==> src/rtl/rti_wdog_pkg.sv <==
package rti_wdog_pkg;
  localparam int unsigned NUM_RATES = 4;
  localparam int unsigned SEL_W     = 2;
  localparam int unsigned WD_STAGES = 3;
  localparam int unsigned WR_W      = 4;
  localparam int unsigned RD_W      = 5;

  // field positions shared by the write and read words
  localparam int unsigned F_RATE_LO = 0;
  localparam int unsigned F_RATE_HI = 1;
  localparam int unsigned F_IE      = 2;
  localparam int unsigned F_CLR     = 3;
  localparam int unsigned F_FLAG    = 4;

  typedef logic [SEL_W-1:0] rate_sel_t;

  localparam rate_sel_t RATE_AT_RESET = 2'b11;
endpackage

==> src/rtl/rti_divider.sv <==
module rti_divider
  import rti_wdog_pkg::*;
#(
  parameter int unsigned BASE_W = 14
) (
  input  logic      clk,
  input  logic      rst_n,
  input  logic      restart,
  input  rate_sel_t sel,
  output logic      tick
);
  localparam int unsigned CNT_W = BASE_W + NUM_RATES - 1;

  logic [CNT_W-1:0]     cnt_q;
  logic [CNT_W-1:0]     cnt_d;
  logic [NUM_RATES-1:0] tap_wrap;

  // one wrap detector per selectable tap: low stages all ones
  generate
    for (genvar s = 0; s < NUM_RATES; s++) begin : g_tap
      assign tap_wrap[s] = &cnt_q[BASE_W-1+s:0];
    end
  endgenerate

  assign tick = tap_wrap[sel];

  always_comb begin
    if (restart) cnt_d = '0;
    else         cnt_d = cnt_q + 1'b1;
  end

  always_ff @(posedge clk or negedge rst_n) begin
    if (!rst_n) cnt_q <= '0;
    else        cnt_q <= cnt_d;
  end
endmodule

==> src/rtl/rti_wdog_chain.sv <==
module rti_wdog_chain
  import rti_wdog_pkg::*;
(
  input  logic clk,
  input  logic rst_n,
  input  logic enable,
  input  logic clear,
  input  logic tick,
  output logic overflow,
  output logic req
);
  localparam logic [WD_STAGES-1:0] WD_LAST = '1;

  logic [WD_STAGES-1:0] wd_q;
  logic [WD_STAGES-1:0] wd_d;
  logic                 req_q;
  logic                 req_d;

  // a clear on the same edge as a tap pulse wins
  assign overflow = enable & ~clear & tick & (wd_q == WD_LAST);

  always_comb begin
    wd_d  = wd_q;
    req_d = overflow;
    if (!enable || clear) wd_d = '0;
    else if (tick)        wd_d = wd_q + 1'b1;
  end

  always_ff @(posedge clk or negedge rst_n) begin
    if (!rst_n) begin
      wd_q  <= '0;
      req_q <= 1'b0;
    end else begin
      wd_q  <= wd_d;
      req_q <= req_d;
    end
  end

  assign req = req_q;
endmodule

==> src/rtl/rti_ctrl_regs.sv <==
module rti_ctrl_regs
  import rti_wdog_pkg::*;
(
  input  logic            clk,
  input  logic            rst_n,
  input  logic            cfg_wr,
  input  logic [WR_W-1:0] cfg_wdata,
  input  logic            tick,
  output rate_sel_t       rate,
  output logic            ie,
  output logic            flag
);
  rate_sel_t rate_q, rate_d;
  logic      ie_q, ie_d;
  logic      flag_q, flag_d;
  logic      clr_req;

  assign clr_req = cfg_wr & cfg_wdata[F_CLR];

  always_comb begin
    rate_d = rate_q;
    ie_d   = ie_q;
    if (cfg_wr) begin
      rate_d = cfg_wdata[F_RATE_HI:F_RATE_LO];
      ie_d   = cfg_wdata[F_IE];
    end
    // a new wrap takes priority over a software clear
    if (tick)         flag_d = 1'b1;
    else if (clr_req) flag_d = 1'b0;
    else              flag_d = flag_q;
  end

  always_ff @(posedge clk or negedge rst_n) begin
    if (!rst_n) begin
      rate_q <= RATE_AT_RESET;
      ie_q   <= 1'b0;
      flag_q <= 1'b0;
    end else begin
      rate_q <= rate_d;
      ie_q   <= ie_d;
      flag_q <= flag_d;
    end
  end

  assign rate = rate_q;
  assign ie   = ie_q;
  assign flag = flag_q;
endmodule

==> src/rtl/rti_wdog_timer.sv <==
module rti_wdog_timer
  import rti_wdog_pkg::*;
#(
  parameter int unsigned BASE_W = 14
) (
  input  logic            clk,
  input  logic            rst_n,
  input  logic            cfg_wr,
  input  logic [WR_W-1:0] cfg_wdata,
  output logic [RD_W-1:0] cfg_rdata,
  input  logic            wd_enable,
  input  logic            wd_clear,
  output logic            irq,
  output logic            wd_rst_req
);
  rate_sel_t rate;
  logic      ie;
  logic      flag;
  logic      tick;
  logic      wd_over;

  rti_divider #(.BASE_W(BASE_W)) div_i (
    .clk     (clk),
    .rst_n   (rst_n),
    .restart (wd_over),
    .sel     (rate),
    .tick    (tick)
  );

  rti_wdog_chain wdg_i (
    .clk      (clk),
    .rst_n    (rst_n),
    .enable   (wd_enable),
    .clear    (wd_clear),
    .tick     (tick),
    .overflow (wd_over),
    .req      (wd_rst_req)
  );

  rti_ctrl_regs regs_i (
    .clk       (clk),
    .rst_n     (rst_n),
    .cfg_wr    (cfg_wr),
    .cfg_wdata (cfg_wdata),
    .tick      (tick),
    .rate      (rate),
    .ie        (ie),
    .flag      (flag)
  );

  always_comb begin
    cfg_rdata                      = '0;
    cfg_rdata[F_RATE_HI:F_RATE_LO] = rate;
    cfg_rdata[F_IE]                = ie;
    cfg_rdata[F_CLR]               = 1'b0;
    cfg_rdata[F_FLAG]              = flag;
  end

  assign irq = flag & ie;
endmodule

==> config.mk <==
export PLATFORM = sky130hd
export DESIGN_NAME = rti_wdog_timer
export DESIGN_NICKNAME = d
export VERILOG_FILES = /design/src/rtl/rti_wdog_pkg.sv /design/src/rtl/rti_divider.sv /design/src/rtl/rti_wdog_chain.sv /design/src/rtl/rti_ctrl_regs.sv /design/src/rtl/rti_wdog_timer.sv
export SDC_FILE = /design/constraint.sdc
export NUM_CORES = 1
export LEC_CHECK = 0
export BUFFER_PORTS_ARGS = -buffer_cell sky130_fd_sc_hd__clkbuf_2
export CAP_MARGIN = 0
export CELL_PAD_IN_SITES_DETAIL_PLACEMENT = 1
export CELL_PAD_IN_SITES_GLOBAL_PLACEMENT = 2
export CORE_AREA = 2 2 62 64
export DETAILED_ROUTE_END_ITERATION = 8
export DIE_AREA = 0 0 64 66
export PLACE_DENSITY_LB_ADDON = 0.1
export SLEW_MARGIN = 30
export SYNTH_ARGS = -nofsm -noshare
export SYNTH_HDL_FRONTEND = slang
export SYNTH_HIERARCHICAL = 1
export SYNTH_SLANG_ARGS = --single-unit
==> constraint.sdc <==
create_clock -name clk -period 3.13 [get_ports clk]
set_input_delay 0.313 -clock clk [delete_from_list [all_inputs] [get_ports clk]]
set_output_delay 0.313 -clock clk [all_outputs]
set_load 0.01 [all_outputs]
Word level (Yosys, flattened, before mapping)
Index checks and enable logic that the tools add are counted.
{"block": "op_classes", "reduce_logical": 8, "muxes": 7, "n_shift": 0, "magnitude_cmp": 1, "div_mod_pow": 0, "bitwise_logic": 6, "add_sub_neg": 2, "n_mul": 0, "n_eq_ne": 1}
{"cell": "17-bit by 1-bit adder with 17-bit output (second input constant)", "n": 1}
{"cell": "17-bit 2-to-1 mux", "n": 1}
{"cell": "17-bit AND reduction", "n": 1}
{"cell": "16-bit AND reduction", "n": 1}
{"cell": "15-bit AND reduction", "n": 1}
{"cell": "14-bit AND reduction", "n": 1}
{"cell": "3-bit 2-to-1 mux", "n": 2}
{"cell": "1-bit bitwise AND", "n": 5}
{"cell": "2-bit nonzero test", "n": 2}
{"cell": "3-bit by 1-bit adder with 3-bit output (second input constant)", "n": 1}
{"cell": "3-bit equality test (second input constant)", "n": 1}
{"cell": "2-bit by 3-bit less-than comparator with 1-bit output (second input constant)", "n": 1}
{"cell": "1-bit 2-to-1 mux", "n": 3}
{"cell": "1-bit binary-select mux with 2-bit select", "n": 1}
{"cell": "1-bit zero test", "n": 1}
{"cell": "1-bit logical OR", "n": 1}
{"cell": "1-bit NOT", "n": 1}
{"block": "word_totals", "register_bits": 25, "input_bits": 9, "latchBits": 0, "word_cells": 31, "rom_bits": 0, "out_inout_bits": 7, "mem_count": 0, "mem_bits_rw": 0}

Logic depth before layout (Yosys ltp)
{"block": "logic_depth", "word_depth": 6, "mapped_depth": 12, "ltp_nobuf": 11}

Modules after synthesis
Netlist, hierarchy kept.
{"module": "rti_divider", "seq_area_each_um2": 425.4, "cells_each": 86, "area_per_inst_um2": 869.6, "n_inst": 1}
{"module": "rti_wdog_chain", "seq_area_each_um2": 100.1, "cells_each": 15, "area_per_inst_um2": 178.9, "n_inst": 1}
{"module": "rti_ctrl_regs", "seq_area_each_um2": 102.6, "cells_each": 9, "area_per_inst_um2": 147.6, "n_inst": 1}
{"module": "rti_wdog_timer", "seq_area_each_um2": 0.0, "cells_each": 5, "area_per_inst_um2": 32.5, "n_inst": 1}

Least setup slack after synthesis
Ideal clock, no wire load.
{"block": "synth_timing", "path_kind": "reg2reg", "startpoint": "reg div_i.cnt_q[0]", "endpoint": "reg div_i.cnt_q[10]", "period_less_slack_ns": 2.634, "required_time_ns": 2.998, "path_slack_ns": 0.496, "stages_incl_launch_ff": 12, "arrival_ns": 2.502, "path_buffers": 2, "setup_time_ns": 0.132, "path_cell_list": "dfrtp_1 > ha_1 > nand4_2 > nor4_2 > ha_1 > mux2i_1 > a21oi_1 > nand2_1 > nor2_1 > clkbuf_1 > buf_1 > nor2_1"}
{"block": "synth_via", "elab_chain_len": 6, "elab_cells_between_ends": 10, "cone_classes": "add/sub: 1; mux: 3; bitwise: 2; reduce/logical: 4"}
{"item": "start: declaration", "line_no": "rti_divider.sv:14", "text": "logic [CNT_W-1:0] cnt_q;"}
{"item": "start signal: assignment", "line_no": "rti_divider.sv:34", "text": "else cnt_q <= cnt_d;"}
{"item": "17-bit AND reduction (tied with other cells)", "line_no": "rti_divider.sv:21", "text": "assign tap_wrap[s] = &cnt_q[BASE_W-1+s:0];"}
{"item": "1-bit binary-select mux with 2-bit select (*)", "line_no": "rti_divider.sv:25", "text": "assign tick = tap_wrap[sel];"}
{"item": "1-bit 2-to-1 mux (implied by the code) (*)", "line_no": "rti_divider.sv:25"}
{"item": "net tick", "line_no": "rti_wdog_timer.sv:19", "text": "logic tick;"}
{"item": "1-bit bitwise AND (*) (2 in a row)", "line_no": "rti_wdog_chain.sv:20", "text": "assign overflow = enable & ~clear & tick & (wd_q == WD_LAST);"}
{"item": "net wd_over", "line_no": "rti_wdog_timer.sv:20", "text": "logic wd_over;"}
{"item": "17-bit 2-to-1 mux (*)", "line_no": "rti_divider.sv:28", "text": "if (restart) cnt_d = '0;"}
{"item": "net div_i.cnt_d[10]", "line_no": "rti_divider.sv:15", "text": "logic [CNT_W-1:0] cnt_d;"}
The timed path passes the listed nets; every way through them passes the cells marked *. The select of a mux whose other input is x is not followed.
A chain may end at the register's enable or synchronous reset.

Final worst setup path
{"block": "layout_timing", "startpoint": "reg div_i.cnt_q[0]", "endpoint": "reg div_i.cnt_q[11]"}
The elaborated chain is that of the path after synthesis.

==> metrics.csv <==
metric,value,unit
cp_data_arrival_time,2680,ps
seq_area_frac_synth,51.12,%
vias_per_cell,4.838,
critPathLaunch,div_i/cnt_q[0],
cts-root-buf,clkbuf_4,
finalHoldViolations,0,
synth_warnings,6,
synth_seq_cells,25,
crit_required,3350,ps
area_growth,12.32,%
overflow,0,
ys_types,31,
ir_drop,0.3134,mV
status,completed,
critPathKind,register to register,
highest_layer,met4,
skew,11.12,ps
whs_endpoint,regs_i/rate[0],
wl_met2,1185,um
num_rows,22,
p_per_area,697.4,nW/um^2
cts_tree,built,
end_kind,register,
cp-start-kind,register,
ioPinCount,16,
grt_pass1_wl,4119,um
fill_cells,412,
crit_chain,ha_1 -> nand4_2 -> nor4_2 -> ha_1 -> mux2i_1 -> a21oi_1 -> buf_4 -> nand2_1 -> nor2_1 -> buf_4 -> nor2b_1 -> o21ai_0 -> nand2_1,
drt-met1-wl,1070,um
slew_headroom,59.05,%
syn_avg_cell_area,10.68,sq um
place_congestion,0.7285,
critical_path.top_delay_family,simple AND/OR/NAND/NOR gates,
reg2reg_to,div_i/cnt_q[11],
cts.sinks,25,
post_cts.repair.setup_buffers,0,
dpl.hpwl,1729,um
cts_resized,0,
multiInputGateArea,559.3,sq um
vias,866,
fin_cells,179,
crit_buf_inv,2,
syn_nets,128,
rsz0062_at_grt,false,
portBuffers,14,
drt_wl_total,2340,um
slowest_stage,dfrtp_1,
holdPathStages,2,
finalPower,0.9624,mW
dr.pass1.iters,4,
leakagePower,0.6043,nW
slowest_delay,410,ps
dieArea,4224,sq um
totalNegativeSetupSlack,0,ps
htree_num_levels,1,
rr_startpoint,div_i/cnt_q[0],
clock_path_buffers,2,
hold_path_class,input pin to register,
fmax,406.7,MHz
drive_above_1_share,22.14,%
num-nets-final,145,
antenna_found_initial,0,
clock_latency,310,ps
post-route-drc-count,0,
ant_nets,0,
n_antenna_cell,0,
final_common_cell,dfrtp_1,
min_from,cfg_wdata[0],
syn_inst,115,
worstMarginPinSlew,614.3,ps
period_share,78.55,%
final_cell_mix,"dfrtp_1 (23), nor2_1 (15), clkbuf_2 (14)",
die_h,66,um
drv_slew,0,
grt_max_degree,26,
drt_iter0_drc,35,
start_util,34.60,%
final_util,38.87,%
clk_pin_slew,140,ps
core-area,3551,sq um
finalSetupViolations,0,
grt_pass1_vias,893,
cap_violations,0,
wl_met3,64,um
min_period,2459,ps
dpl.cell_count,174,
seqCellArea,628.1,sq um
reg2reg_depth,13,
cts_buffers,3,
die_w,64,um
synth_area,1229,sq um
grt_usage,12.60,%
routedWlPerCell,13.07,um
reg2reg_slack,670,ps
crit_path_max_fanout,19,
==> flip-flops by register name, summed over array words and instances, names as in the netlist <==
register / flops
div_i/cnt_q: 17
wdg_i/wd_q: 3
regs_i/rate: 2
regs_i/flag: 1
regs_i/ie: 1
wdg_i/req: 1
==> metal layers <==
metal / up-vias / GRT usage [%]
li1: 420 / -
met4: 0 / 4.891
met1: 435 / 15.84
met5: - / 0
met2: 9 / 21.48
met3: 2 / 2.215
==> synthesized netlist by cell type <==
cell	count	share of area (%)
dfrtp_1	23	47
nor2_1	15	4.6
xnor2_1	8	5.7
nand2_1	6	1.8
nand3_1	5	2.0
a21oi_1	4	1.6
ha_1	4	4.1
nor2b_1	4	2.0
o21ai_0	4	1.6
and2_1	3	1.5
buf_4	3	1.8
inv_1	3	0.92
mux2_2	3	2.7
mux2i_1	3	2.4
nand4_1	3	1.5
or3_1	3	1.5
xor2_1	3	2.1
dfstp_2	2	4.3
nand2b_1	2	1.0
nor3_1	2	0.81
nor4_2	2	2.0
a21o_1	1	0.61
and4_4	1	0.92
buf_1	1	0.31
clkbuf_1	1	0.31
conb_1	1	0.31
nand4_2	1	1.0
nand4_4	1	1.7
o22ai_1	1	0.51
or2_1	1	0.51
or4_1	1	0.61
==> worst max-delay path by stage <==
stage	to	slack, ps	depth (start not counted)
floorplan	div_i/cnt_q[10]	500	11
global placement	div_i/cnt_q[11]	720	13
detailed placement	div_i/cnt_q[11]	630	13
CTS	div_i/cnt_q[11]	640	13
global route	div_i/cnt_q[11]	410	13
finish	div_i/cnt_q[11]	670	13
==> where the power goes <==
| part | total (mW) | switching [mW] | internal (mW) |
|---|---|---|---|
| Clock | 0.144 | 0.0947 | 0.0497 |
| Combinational | 0.277 | 0.147 | 0.130 |
| Sequential | 0.541 | 0.117 | 0.424 |
| Total | 0.962 | 0.358 | 0.604 |
==> worst register-to-register path, cell delays in order (launching register included) <==
cell,delay [ps]
dfrtp_1,410
ha_1,240
nand4_2,230
nor4_2,340
ha_1,190
mux2i_1,60
a21oi_1,140
buf_4,160
nand2_1,60
nor2_1,80
buf_4,240
nor2b_1,70
o21ai_0,80
nand2_1,60
==> final cells by class <==
type | count | share of cell area (%)
flip-flops and latches | 25 | 45.51
well taps | 48 | 4.352
inverters | 3 | 0.8160
repair buffers | 17 | 6.890
clock buffers | 4 | 1.904
multi-input cells | 82 | 40.53
==> cells by family after synthesis <==
family          count (synthesis)  share of synthesized area (%)
compound gates                 10                          4.380
xor+xnor                       11                          7.842
fa+ha+maj                       4                          4.073
buf+inv                         8                          3.360
flops                          25                          51.12
mux                             6                          5.193
other cells                     1                         0.3052
simple gates                   50                          23.73
==> timing repair <==
item                                   CTS  global route
hold buffers                             1             0
setup endpoints to repair                0             0
endpoints found under the hold margin   11             0
==> metrics by stage <==
step	setup WS (ps)	hold WS (ps)	cell area, sq um
2_1_floorplan	496.3	17.41	1229
3_3_place_gp	720.0	363.2	1344
3_5_place_dp	629.7	371.1	1344
4_1_cts	635.1	196.7	1380
5_1_grt	414.9	199.9	1380
6_report	671.3	219.1	1380
(Power assumes the default switching activity.)
